[src/rtl/gis_pkg.sv]
package gis_pkg;
    localparam logic [7:0] OFS_GATE     = 8'h14;
    localparam logic [7:0] OFS_UNM_SET  = 8'h18;
    localparam logic [7:0] OFS_UNM_CLR  = 8'h1C;
    localparam logic [7:0] OFS_PEND_RAW = 8'h20;
    localparam logic [7:0] OFS_PEND_MSK = 8'h24;
    localparam logic [7:0] OFS_PEND_ACK = 8'h28;
    localparam logic [7:0] OFS_SENSE0   = 8'h40;

    typedef enum logic [3:0] {
        SNS_RISE = 4'd8,
        SNS_FALL = 4'd9,
        SNS_HIGH = 4'd10,
        SNS_LOW  = 4'd11,
        SNS_ANY  = 4'd12
    } sense_e;
endpackage

[src/rtl/gis_event_det.sv]
module gis_event_det
    import gis_pkg::*;
#(
    parameter int NPINS = 32
) (
    input  logic               clk,
    input  logic               rst_n,
    input  logic [NPINS-1:0]   pin_i,
    input  logic [NPINS*4-1:0] sense_i,
    output logic [NPINS-1:0]   evt_o
);
    typedef struct packed {
        logic [NPINS-1:0] prev;
    } det_st_t;

    det_st_t st_d, st_q;

    always_comb begin
        st_d      = st_q;
        st_d.prev = pin_i;
    end

    always_ff @(posedge clk or negedge rst_n) begin
        if (!rst_n) st_q <= '0;
        else        st_q <= st_d;
    end

    for (genvar i = 0; i < NPINS; i++) begin : g_pin
        logic [3:0] code;
        logic       cur, prv;
        assign code = sense_i[i*4 +: 4];
        assign cur  = pin_i[i];
        assign prv  = st_q.prev[i];

        always_comb begin
            case (code)
                SNS_RISE: evt_o[i] = cur & ~prv;
                SNS_FALL: evt_o[i] = ~cur & prv;
                SNS_HIGH: evt_o[i] = cur;
                SNS_LOW:  evt_o[i] = ~cur;
                SNS_ANY:  evt_o[i] = cur ^ prv;
                default:  evt_o[i] = 1'b0;
            endcase
        end


        sense_invalid_chk: assert property (@(posedge clk) disable iff (!rst_n)
            ((code < 4'd8) || (code > 4'd12)) |-> !evt_o[i]);
    end
endmodule

[src/rtl/gis_pending.sv]
module gis_pending #(
    parameter int NPINS = 32
) (
    input  logic             clk,
    input  logic             rst_n,
    input  logic [NPINS-1:0] evt_i,
    input  logic [NPINS-1:0] gate_i,
    input  logic [NPINS-1:0] ack_i,
    output logic [NPINS-1:0] pend_o
);
    typedef struct packed {
        logic [NPINS-1:0] pend;
    } pnd_st_t;

    pnd_st_t st_d, st_q;
    logic [NPINS-1:0] raise;

    always_comb begin
        raise     = evt_i & gate_i;
        st_d      = st_q;
        st_d.pend = (st_q.pend & ~ack_i) | raise;
    end

    always_ff @(posedge clk or negedge rst_n) begin
        if (!rst_n) st_q <= '0;
        else        st_q <= st_d;
    end

    assign pend_o = st_q.pend;


    gate_block_chk: assert property (@(posedge clk) disable iff (!rst_n)
        ((pend_o & ~$past(pend_o) & ~$past(gate_i)) == '0));


    ack_drop_chk: assert property (@(posedge clk) disable iff (!rst_n)
        ((pend_o & $past(ack_i) & ~$past(evt_i & gate_i)) == '0));
endmodule

[src/rtl/gpio_irq_sense.sv]
module gpio_irq_sense
    import gis_pkg::*;
#(
    parameter int NPINS = 32
) (
    input  logic        clk,
    input  logic        rst_n,
    input  logic [31:0] pin_i,
    input  logic        reg_wr_i,
    input  logic [7:0]  reg_addr_i,
    input  logic [31:0] reg_wdata_i,
    output logic [31:0] reg_rdata_o,
    output logic        irq_lo_o,
    output logic        irq_hi_o
);
    localparam int NWORDS = NPINS / 8;
    localparam int HALF   = NPINS / 2;

    typedef struct packed {
        logic [NPINS-1:0]   gate;
        logic [NPINS-1:0]   unmask;
        logic [NPINS*4-1:0] sense;
    } cfg_t;

    cfg_t cfg_d, cfg_q;
    logic [NPINS-1:0] evt, pend, ack, status;

    always_comb begin
        cfg_d = cfg_q;
        if (reg_wr_i) begin
            if (reg_addr_i == OFS_GATE)    cfg_d.gate   = reg_wdata_i[NPINS-1:0];
            if (reg_addr_i == OFS_UNM_SET) cfg_d.unmask = cfg_q.unmask | reg_wdata_i[NPINS-1:0];
            if (reg_addr_i == OFS_UNM_CLR) cfg_d.unmask = cfg_q.unmask & ~reg_wdata_i[NPINS-1:0];
            for (int j = 0; j < NWORDS; j++) begin
                if (reg_addr_i == OFS_SENSE0 + 8'(4*j))
                    cfg_d.sense[j*32 +: 32] = reg_wdata_i;
            end
        end
    end

    always_ff @(posedge clk or negedge rst_n) begin
        if (!rst_n) cfg_q <= '0;
        else        cfg_q <= cfg_d;
    end

    assign ack = (reg_wr_i && reg_addr_i == OFS_PEND_ACK) ? reg_wdata_i[NPINS-1:0] : '0;

    gis_event_det #(.NPINS(NPINS)) u_det (
        .clk    (clk),
        .rst_n  (rst_n),
        .pin_i  (pin_i[NPINS-1:0]),
        .sense_i(cfg_q.sense),
        .evt_o  (evt)
    );

    gis_pending #(.NPINS(NPINS)) u_pend (
        .clk   (clk),
        .rst_n (rst_n),
        .evt_i (evt),
        .gate_i(cfg_q.gate),
        .ack_i (ack),
        .pend_o(pend)
    );

    assign status   = pend & cfg_q.unmask;
    assign irq_lo_o = |status[HALF-1:0];
    assign irq_hi_o = |status[NPINS-1:HALF];

    always_comb begin
        reg_rdata_o = '0;
        case (reg_addr_i)
            OFS_GATE:     reg_rdata_o[NPINS-1:0] = cfg_q.gate;
            OFS_UNM_SET,
            OFS_UNM_CLR:  reg_rdata_o[NPINS-1:0] = cfg_q.unmask;
            OFS_PEND_RAW: reg_rdata_o[NPINS-1:0] = pend;
            OFS_PEND_MSK: reg_rdata_o[NPINS-1:0] = status;
            default: begin
                for (int j = 0; j < NWORDS; j++) begin
                    if (reg_addr_i == OFS_SENSE0 + 8'(4*j))
                        reg_rdata_o = cfg_q.sense[j*32 +: 32];
                end
            end
        endcase
    end


    unmask_set_chk: assert property (@(posedge clk) disable iff (!rst_n)
        (reg_wr_i && reg_addr_i == OFS_UNM_SET) |=>
        ((cfg_q.unmask & $past(reg_wdata_i[NPINS-1:0])) == $past(reg_wdata_i[NPINS-1:0])));


    irq_quiet_chk: assert property (@(posedge clk) disable iff (!rst_n)
        (cfg_q.unmask == '0) |-> (!irq_lo_o && !irq_hi_o));

    for (genvar i = 0; i < NPINS; i++) begin : g_lvl

        level_high_chk: assert property (@(posedge clk) disable iff (!rst_n)
            (cfg_q.sense[i*4 +: 4] == SNS_HIGH && pin_i[i] && cfg_q.gate[i]) |=> pend[i]);
    end
endmodule

[config.mk]
export PLATFORM = sky130hd
export DESIGN_NAME = gpio_irq_sense
export DESIGN_NICKNAME = d
export VERILOG_FILES = /design/src/rtl/gis_pkg.sv /design/src/rtl/gis_event_det.sv /design/src/rtl/gis_pending.sv /design/src/rtl/gpio_irq_sense.sv
export SDC_FILE = /design/constraint.sdc
export NUM_CORES = 1
export LEC_CHECK = 0
export ABC_AREA = 1
export BUFFER_PORTS_ARGS = -buffer_cell sky130_fd_sc_hd__buf_2
export CORE_MARGIN = 4
export CORE_UTILIZATION = 42
export CTS_BUF_LIST = sky130_fd_sc_hd__clkbuf_8
export CTS_CLUSTER_DIAMETER = 60
export DETAILED_ROUTE_END_ITERATION = 12
export GPL_TIMING_DRIVEN = 0
export PLACE_DENSITY = 0.57
export SYNTH_ARGS = -nofsm -noshare
export SYNTH_HDL_FRONTEND = slang
export SYNTH_HIERARCHICAL = 1
export SYNTH_SLANG_ARGS = --single-unit
export TNS_END_PERCENT = 20
[constraint.sdc]
create_clock -name clk -period 1.5 [get_ports clk]
set_clock_uncertainty 0.15 [all_clocks]
set_input_delay 0.075 -clock clk [delete_from_list [all_inputs] [get_ports clk]]
set_output_delay 0.075 -clock clk [all_outputs]
set_load 0.01 [all_outputs]
==> results of run 1 <==
-- kinds of logic (layout without fill, tap and decap cells) --
logic type	count (synthesis)	in the layout
simple gates	1283	1283
buf+inv	446	824
flops	256	256
fa+ha+maj	64	64
compound gates	225	225
-- worst paths after layout --
check,endpoint,cells past startpoint,startpoint,slack (ns)
worst max-delay path,irq_lo_o,5,u_pend/pend_o[4]$_DFF_PN0_,-0.39
worst min-delay path,u_det/st_q[25]$_DFF_PN0_,1,rst_n,-0.62
worst max register to register,u_pend/pend_o[6]$_DFF_PN0_,9,cfg_q[25]$_DFFE_PN0P_,0
worst min register to register,u_pend/pend_o[20]$_DFF_PN0_,2,cfg_q[180]$_DFFE_PN0P_,0.34
max in group asynchronous,cfg_q[48]$_DFFE_PN0P_,3,rst_n,0.48
min in group clk,cfg_q[31]$_DFFE_PN0P_,7,reg_addr_i[1],0.02
-- placed cells by master, fill, tap and decap left out, types with 6 or more instances in the layout --
master | Yosys | final
nand2_1 | 589 | 538
inv_1 | 358 | 371
nand3_1 | 382 | 353
nor2_1 | 260 | 226
dfrtp_1 | 256 | 211
o21ai_0 | 209 | 178
buf_2 | 26 | 107
buf_4 | 7 | 101
dlygate4sd3_1 | 0 | 101
ha_1 | 64 | 64
clkbuf_8 | 0 | 62
nand2_2 | 1 | 51
nor2_2 | 17 | 47
dfrtp_2 | 0 | 45
o21ai_1 | 15 | 33
nand3_2 | 3 | 32
clkbuf_1 | 44 | 32
nor2_4 | 18 | 22
buf_6 | 1 | 19
o21ai_2 | 0 | 13
clkbuf_4 | 0 | 12
nand4_1 | 8 | 8
clkbuf_2 | 1 | 6
-- per-layer routing --
layer | global-route usage (%) | wire, µm
met4 | 9.661 | 2023
met1 | 37.62 | 24730
met5 | 0 | 22
met2 | 41.78 | 25400
met3 | 5.137 | 4104
-- power by group --
part,internal (mW),leakage [nW],switching [mW]
Combinational,0.746,6.75,1.09
Clock,3.67,0.536,3.18
Sequential,7.26,3.39,0.354
Total,11.7,10.7,4.62
-- worst max-delay path: cells and delay by family (launching register included) --
kind	cells	cell delay, ns
simple gates	4	0.49
flops	1	0.41
buf+inv	1	0.15
-- metrics by stage --
stage / instances / setup WS [ns] / hold WS [ns] / cell area (µm²) / setup TNS (ns)
5_1_grt: 3120 / -0.4379 / -0.5678 / 20110 / -12.92
6_report: 3120 / -0.3872 / -0.6220 / 20110 / -9.997
3_3_place_gp: 2849 / -4.910 / 0.07766 / 16750 / -1362.61
3_5_place_dp: 2851 / -0.7591 / 0.05525 / 16820 / -130.07
4_1_cts: 3043 / -0.4077 / -0.6116 / 19000 / -12.32
2_1_floorplan: 2274 / 0.1799 / -0.3706 / 15630 / 0
-- timing repair --
action	4_1_cts	5_1_grt
gates resized for setup	83	211
pin swaps	48	140
setup endpoints to repair	52	171
gates cloned	0	0
setup buffers	10	75
hold buffers	100	2
endpoints found under the hold margin	426	107
-- layout make-up --
cell class | count | area [µm²] | area share (%)
clock buffers | 62 | 853.3 | 4.244
flip-flops and latches | 256 | 6462 | 32.14
repair buffers | 296 | 2303 | 11.46
clock inverters | 20 | 87.58 | 0.4356
well taps | 468 | 585.6 | 2.912
plain buffers | 87 | 553.0 | 2.750
multi-input cells | 1572 | 7915 | 39.36
inverters | 359 | 1348 | 6.702
==> results.cfg, run 1 <==
[synth]
yosys.area.top_type = dfrtp_1
synth_nets = 2413
synthMuxAreaShare_pct = 0
yosys.area_share.simple_pct = 35.53
synth_top_family_by_area = simple AND/OR/NAND/NOR gates
netlist_instances = 2274
ys_warn_count = 6
syn_avg_cell_area_um2 = 6.874
yosysMostFrequentCell = nand2_1
post_synth_num_cell_types = 25
synth_compound_area_share_pct = 7.220
ys.flop_type = dfrtp_1
synthArstFlopShare_pct = 100.0
yosysSeqAreaShare_pct = 40.98
synthAdderAreaFrac_pct = 5.123
synthTopCellsByCount = 589 x nand2_1, 382 x nand3_1, 358 x inv_1
synth_edf_count = 0
netlist.area_leader.share_pct = 40.98
synth_seq_cells = 256
synth-xor-area-share_pct = 0
synth_area_leaders = dfrtp_1 41%, nand2_1 14%, nand3_1 12%
synth.cell_area_um2 = 15630

[status]
violations = hold timing, setup timing
outcome = complete, but fails checks

[drt]
dr.pass1.iters = 6
drc = 0
postRouteWirelength_um = 56270
wire_per_inst_um = 18.04
vias = 16210
ant_nets = 0
vias_per_cell = 5.194
drt_iter0_drc = 1466

[timing]
fmax_ghz = 0.5299
rsz0062_at_grt = true
hold_viol_final = 172
max_slew.worst_pin.slew_ns = 0.8652
hold_slack_ns = -0.6220
fin_crit_sh_pct = 125.8
maxSlewViolCount = 0
setup_viol = 34
relSlewSlack_pct = 42.32
fin_crit_ns = 1.887
setup_ws_ns = -0.3872

[layout]
n_antenna_cell = 0
fin_nets = 2760
final_layout_size_suffix_gt1_share_pct = 20.06
utilization_pct = 54.79
area_delta_synth_final_pct = 28.64
n_fill_cell = 3591

[power]
power_mw = 16.30
power_density_nw_per_um2 = 810.7
p_leak_nw = 10.68
ir_drop_mv = 0.5699

[floorplan]
fp.dieH_um = 200.9
start_util_pct = 42.59
dieArea_um2 = 40370
core-area_um2 = 36700
rows = 70
die_x_um = 200.9
io_pins = 109

[setup_path]
arrival_ns = 1.66
path_class = flop to primary output
cp-start-kind = flop
path_cells = nand2_2 > nand4_1 > nor2_1 > nand2_1 > buf_2
cpPeakStageDelay_ns = 0.41
critPathMaxFanout = 3
critPathSlowestCell = dfrtp_1
end_kind = primary output
worstPathRequired_ns = 1.27

[clock_network]
cts_tree = built
clk_latency_ns = 0.63
path_clk_slew_ns = 0.06
cts_max_level = 2
cts.sinks = 256
cts_max_path_buffers = 3
clockRootBuffer = clkbuf_8
cts_buffers = 49

[global_route]
grt_pass1_wl_um = 85730
grt_antenna_before_repair = 2
grt_usage_pct = 26.89
grt_overflow = 0
grt_max_degree = 105
grt_pass1_vias = 15020

[placed_design]
hpwlAfterDp_um = 38540
place_congestion = 0.8989
io_buffers = 107

[flow_run]
maxCapViolCount = 0

[min_path]
hold_path_class = input port to asynchronous set/reset pin
(Power assumes the default switching activity.)
==> run 2, diff against run 1 <==
--- a/config.mk
+++ b/config.mk
@@ -8,12 +8,12 @@
 export ABC_AREA = 1
 export BUFFER_PORTS_ARGS = -buffer_cell sky130_fd_sc_hd__buf_2
 export CORE_MARGIN = 4
-export CORE_UTILIZATION = 42
+export CORE_UTILIZATION = 60
 export CTS_BUF_LIST = sky130_fd_sc_hd__clkbuf_8
 export CTS_CLUSTER_DIAMETER = 60
 export DETAILED_ROUTE_END_ITERATION = 12
 export GPL_TIMING_DRIVEN = 0
-export PLACE_DENSITY = 0.57
+export PLACE_DENSITY_LB_ADDON = 0.12
 export SYNTH_ARGS = -nofsm -noshare
 export SYNTH_HDL_FRONTEND = slang
 export SYNTH_HIERARCHICAL = 1
==> run 2 against run 1 <==
Compared with the run above: final area decreased by 2.5%; routed wire length decreased by 3.7%; clock power decreased by 3.6%; critical path type unchanged; worst hold slack improved by 0.53 ns; largest power group unchanged; sequential share of layout area increased by 0.77 points; first-iteration DRC count increased by 33%; highest routed layer unchanged; power decreased by 1.8%; utilization increased by 22 points; combinational power decreased by 3%; the flow still finishes with violations (hold timing, setup timing); cell count decreased by 5.8%; critical path depth unchanged; sequential cell count unchanged.
==> results.cfg, run 2 (synthesis results as in run 1) <==
[timing]
fin_crit_ns = 1.864
setup_ws_ns = -0.3644
hold_slack_ns = -0.09306
fin_crit_sh_pct = 124.3
fmax_ghz = 0.5364
tns_ns = -10.99
rsz0062_at_grt = true
setup_viol = 67
hold_viol_final = 66
maxSlewViolCount = 0
relSlewSlack_pct = 49.70
max_slew.worst_pin.slew_ns = 0.7545

[flow_run]
maxCapViolCount = 0

[setup_path]
critPathSlowestCell = dfrtp_1
cp-start-kind = flop
r2r_start = cfg_q[85]$_DFFE_PN0P_
cp_num_buf_inv = 1
worstReg2RegEnd = u_pend/pend_o[21]$_DFF_PN0_
setup.worst_path.start = u_pend/pend_o[31]$_DFF_PN0_
crit_cells = 5
crit_family = simple AND/OR/NAND/NOR gates
path_cells = nand2_2 > o21ai_1 > nor2_1 > nand2_1 > buf_2
cp-endpoint = reg_rdata_o[31]
rrSetupSlack_ns = -0.06
worstPathRequired_ns = 1.27
path_class = flop to primary output
reg2regPathDepth = 10
arrival_ns = 1.64
cpPeakStageDelay_ns = 0.42
end_kind = primary output
critPathMaxFanout = 3

[layout]
final_layout_size_suffix_gt1_share_pct = 19.82
fin_nets = 2723
utilization_pct = 77.23
area_delta_synth_final_pct = 25.49
layout_commonest_cell = nand2_1
final_cell_mix = 541 x nand2_1, 366 x inv_1, 356 x nand3_1
finalInstanceArea_um2 = 19620
n_antenna_cell = 0
final_cells = 2939

[global_route]
grt_pass1_wl_um = 82420
grt_antenna_before_repair = 1
grt_pass1_vias = 15740
grt_overflow = 0
grt_usage_pct = 36.19
grt_max_degree = 119

[clock_network]
cts.sinks = 256
clk_latency_ns = 0.57
path_clk_slew_ns = 0.06
clockRootBuffer = clkbuf_8
hold_buffers = 72
cts_buffers = 45
cts_max_path_buffers = 3
cts_tree = built
cts_max_level = 2

[power]
power_switching_mw = 4.416
switching_share_pct = 27.58
ir_drop_mv = 0.9589
power_density_nw_per_um2 = 816.2
p_int_mw = 11.59
p_comb_share_pct = 11.1
power_mw = 16.01
pwr-share-seq_pct = 47.7
pwr-share-clk_pct = 41.2
p_leak_nw = 10.55

[drt]
vias = 16810
vias_per_cell = 5.718
ant_nets = 0
drc = 0
postRouteWirelength_um = 54200
wire_per_inst_um = 18.44
drt_iter0_drc = 1951
dr.pass1.iters = 6

[floorplan]
die_x_um = 169.4
io_pins = 109
core-area_um2 = 25400
rows = 58
dieArea_um2 = 28700
fp.dieH_um = 169.4
start_util_pct = 61.54

[placed_design]
place_congestion = 0.9487
hpwlAfterDp_um = 35780
dpl_cell_area_um2 = 16640
dp_cells = 2713
io_buffers = 107

[status]
violations = hold timing, setup timing
outcome = complete, but fails checks

[min_path]
hold_path_class = input port to asynchronous set/reset pin
==> run 2: changes by cell type in the layout (fill, tap and decap cells not counted), sizes merged <==
| cell | before | now |
|---|---|---|
| buf | 231 | 234 |
| bufinv | 0 | 1 |
| clkbuf | 112 | 103 |
| clkinv | 4 | 2 |
| clkinvlp | 2 | 1 |
| dlygate4sd3 | 101 | 69 |
| dlymetal6s4s | 1 | 3 |
| inv | 373 | 368 |
==> run 2: stage by stage <==
stage,hold slack [ns],setup slack [ns]
final,-0.09306,-0.3644
after global routing,-0.09796,-0.3771
after CTS,-0.1158,-0.3120
after detailed placement,-0.08435,-0.7347
after global placement,0.07696,-4.490
after floorplan,-0.3706,0.1799
==> run 2: what timing repair did <==
| item | CTS | global route |
|---|---|---|
| resized for setup | 103 | 203 |
| hold endpoints to repair | 512 | 65 |
| pin swaps | 47 | 112 |
| endpoints found under the setup margin | 63 | 122 |
| buffers inserted | 21 | 61 |
==> run 2: routing by layer <==
| layer | track usage (%) | up-vias | routed length, µm |
|---|---|---|---|
| met4 | 17.71 | 2 | 2838 |
| met5 | 0 | - | 13 |
| li1 | - | 7746 | - |
| met3 | 9.178 | 217 | 6397 |
| met1 | 47.50 | 7739 | 20580 |
| met2 | 56.33 | 1101 | 24370 |
==> run 2: layout make-up <==
type / instances / area [µm²]
Inverter: 359 / 1348
Clock buffer: 59 / 812.0
Clock inverter: 13 / 81.33
Buffer: 87 / 610.6
Timing Repair Buffer: 263 / 1983
Multi-Input combinational cell: 1572 / 7913
Fill cell: 1861 / 5784
Tap cell: 330 / 412.9
Sequential cell: 256 / 6455
==> run 2: worst min-delay path by stage <==
stage / to / slack [ns]
3_5_place_dp: u_det/st_q[1]$_DFF_PN0_ / -0.08
2_1_floorplan: asynchronous set/reset pin / -0.37
3_3_place_gp: u_det/st_q[25]$_DFF_PN0_ / 0.08
6_report: u_det/st_q[1]$_DFF_PN0_ / -0.09
4_1_cts: cfg_q[127]$_DFFE_PN0P_ / -0.12
5_1_grt: cfg_q[127]$_DFFE_PN0P_ / -0.1
==> run 2: power by group through the flow <==
stage,registers (mW),logic (mW),clock network [mW]
after global placement,7.73,1.26,0
after detailed placement,7.75,1.34,0
after CTS,7.63,1.56,6.57
after floorplan,7.64,0.754,0
after global routing,7.67,1.97,6.93
final,7.64,1.77,6.60
==> run 3, diff against run 2 <==
--- a/config.mk
+++ b/config.mk
@@ -8,12 +8,13 @@
 export ABC_AREA = 1
 export BUFFER_PORTS_ARGS = -buffer_cell sky130_fd_sc_hd__buf_2
 export CORE_MARGIN = 4
-export CORE_UTILIZATION = 60
+export CORE_UTILIZATION = 25
 export CTS_BUF_LIST = sky130_fd_sc_hd__clkbuf_8
 export CTS_CLUSTER_DIAMETER = 60
 export DETAILED_ROUTE_END_ITERATION = 12
 export GPL_TIMING_DRIVEN = 0
 export PLACE_DENSITY_LB_ADDON = 0.12
+export SLEW_MARGIN = 20
 export SYNTH_ARGS = -nofsm -noshare
 export SYNTH_HDL_FRONTEND = slang
 export SYNTH_HIERARCHICAL = 1
==> run 3 against run 2 <==
Compared with the run above: the flow still finishes with violations (hold timing, setup timing); routed wire length is 21% higher; combinational power is 8% higher; via count is 4.1% lower; power is 11% higher; utilization is 43 points lower; setup slack worse by 0.15 ns; critical path type unchanged; largest cell class unchanged; highest routed layer is now met4.
==> results.cfg, run 3 (synthesis results as in run 1) <==
[floorplan]
core-area_um2 = 61830
rows = 91
start_util_pct = 25.28
die_x_um = 258.1
io_pins = 109
dieArea_um2 = 66590
fp.dieH_um = 258.1

[layout]
fin_nets = 2785
final_cells = 3522
final_cell_mix = 528 x nand2_1, 371 x inv_1, 356 x nand3_1
final_layout_size_suffix_gt1_share_pct = 21.32
layout_commonest_cell = nand2_1
n_fill_cell = 6671
area_delta_synth_final_pct = 34.77

[placed_design]
io_buffers = 107
place_congestion = 0.8328
hpwlAfterDp_um = 45270
dp_cells = 3221

[drt]
postRouteWirelength_um = 65500
wire_per_inst_um = 18.60
vias = 16120
vias_per_cell = 4.577
ant_nets = 0
drt_iter0_drc = 1210
dr.pass1.iters = 8
drc = 0

[setup_path]
arrival_ns = 1.79
cpPeakStageDelay_ns = 0.42
path_class = flop to primary output
worstPathRequired_ns = 1.27
cp-start-kind = flop
path_cells = nand2_2 > o21ai_1 > nor2_1 > nand2_1 > buf_2
rrSetupSlack_ns = -0.24
critPathSlowestCell = dfrtp_1
end_kind = primary output
critPathMaxFanout = 3

[power]
p_leak_nw = 10.92
power_mw = 17.72
ir_drop_mv = 0.5889
power_density_nw_per_um2 = 841.2

[timing]
fmax_ghz = 0.4967
hold_slack_ns = -0.7831
hold_viol_final = 176
setup_viol = 35
rsz0062_at_grt = true
fin_crit_sh_pct = 134.2
setup_ws_ns = -0.5131
max_slew.worst_pin.slew_ns = 0.9671
maxSlewViolCount = 0
relSlewSlack_pct = 35.53
fin_crit_ns = 2.013

[global_route]
grt_overflow = 0
grt_pass1_vias = 15510
grt_usage_pct = 19.13
grt_antenna_before_repair = 2
grt_pass1_wl_um = 96890
grt_max_degree = 81

[min_path]
hold_path_class = input port to asynchronous set/reset pin

[clock_network]
clk_latency_ns = 0.66
cts_max_level = 2
cts.sinks = 256
hold_buffers = 108
path_clk_slew_ns = 0.06
cts_tree = built
cts_max_path_buffers = 3
cts_buffers = 53
clockRootBuffer = clkbuf_8

[status]
violations = hold timing, setup timing
outcome = complete, but fails checks

[flow_run]
maxCapViolCount = 0
==> run 3: power breakdown <==
group          total (mW)  switching [mW]  internal [mW]  leakage, nW
Clock                8.18            3.53           4.65        0.634
Combinational        1.92            1.14          0.780         6.89
Sequential           7.62           0.359           7.26         3.39
==> run 3: per-layer routing <==
metal	routed length (µm)	track usage, %	up-vias
li1	-	-	7886
met1	29730	25.56	7691
met2	29820	31.26	443
met3	4224	4.060	100
met4	1727	5.622	0
met5	0	0	-
==> run 3: repair_timing <==
action / 4_1_cts / 5_1_grt
pin swaps: 50 / 112
endpoints found under the hold margin: 432 / 176
cloned: 0 / 0
setup endpoints to repair: 64 / 128
setup buffers: 27 / 72
resized for setup: 121 / 209
==> run 3: path summary, 6_finish.rpt <==
path                                                to  cells after the start                        start
max reg2reg                 u_pend/pend_o[6]$_DFF_PN0_                     11        cfg_q[25]$_DFFE_PN0P_
min in group clk           u_pend/pend_o[31]$_DFF_PN0_                      8                reg_addr_i[3]
min reg2reg                 u_pend/pend_o[4]$_DFF_PN0_                      2   u_pend/pend_o[4]$_DFF_PN0_
min                           u_det/st_q[23]$_DFF_PN0_                      1                        rst_n
max in group asynchronous        cfg_q[17]$_DFFE_PN0P_                      3                        rst_n
max                                    reg_rdata_o[15]                      5  u_pend/pend_o[15]$_DFF_PN0_
==> run 3: metrics by stage <==
stage               instance area, µm²  TNS [ns]  util (%)  setup slack [ns]
floorplan                        15630         0         -            0.1799
global placement                 17210  -1515.54     27.84            -5.400
detailed placement               17310   -146.31     27.99           -0.9910
CTS                              19960    -16.46     32.28           -0.5116
global route                     21060    -15.27     34.07           -0.5199
finish                           21070    -11.98     34.07           -0.5131
==> run 3: cell type report <==
type | instances | area, µm² | area share (%)
Tap cell | 837 | 1047 | 4.971
Clock buffer | 63 | 867.1 | 4.116
Timing Repair Buffer | 317 | 2562 | 12.16
Inverter | 359 | 1348 | 6.397
Clock inverter | 29 | 259.0 | 1.229
Antenna cell | 2 | 5.005 | 0.02376
Multi-Input combinational cell | 1572 | 7963 | 37.80
Buffer | 87 | 551.8 | 2.619
Sequential cell | 256 | 6464 | 30.68
==> run 3: critical path: cells and delay by family, from the launching register on <==
kind / cells / cell delay, ns
AND/OR/NAND/NOR: 3 / 0.48
flip-flops: 1 / 0.42
buffers and inverters: 1 / 0.17
AO/OA/AOI/OAI: 1 / 0.07
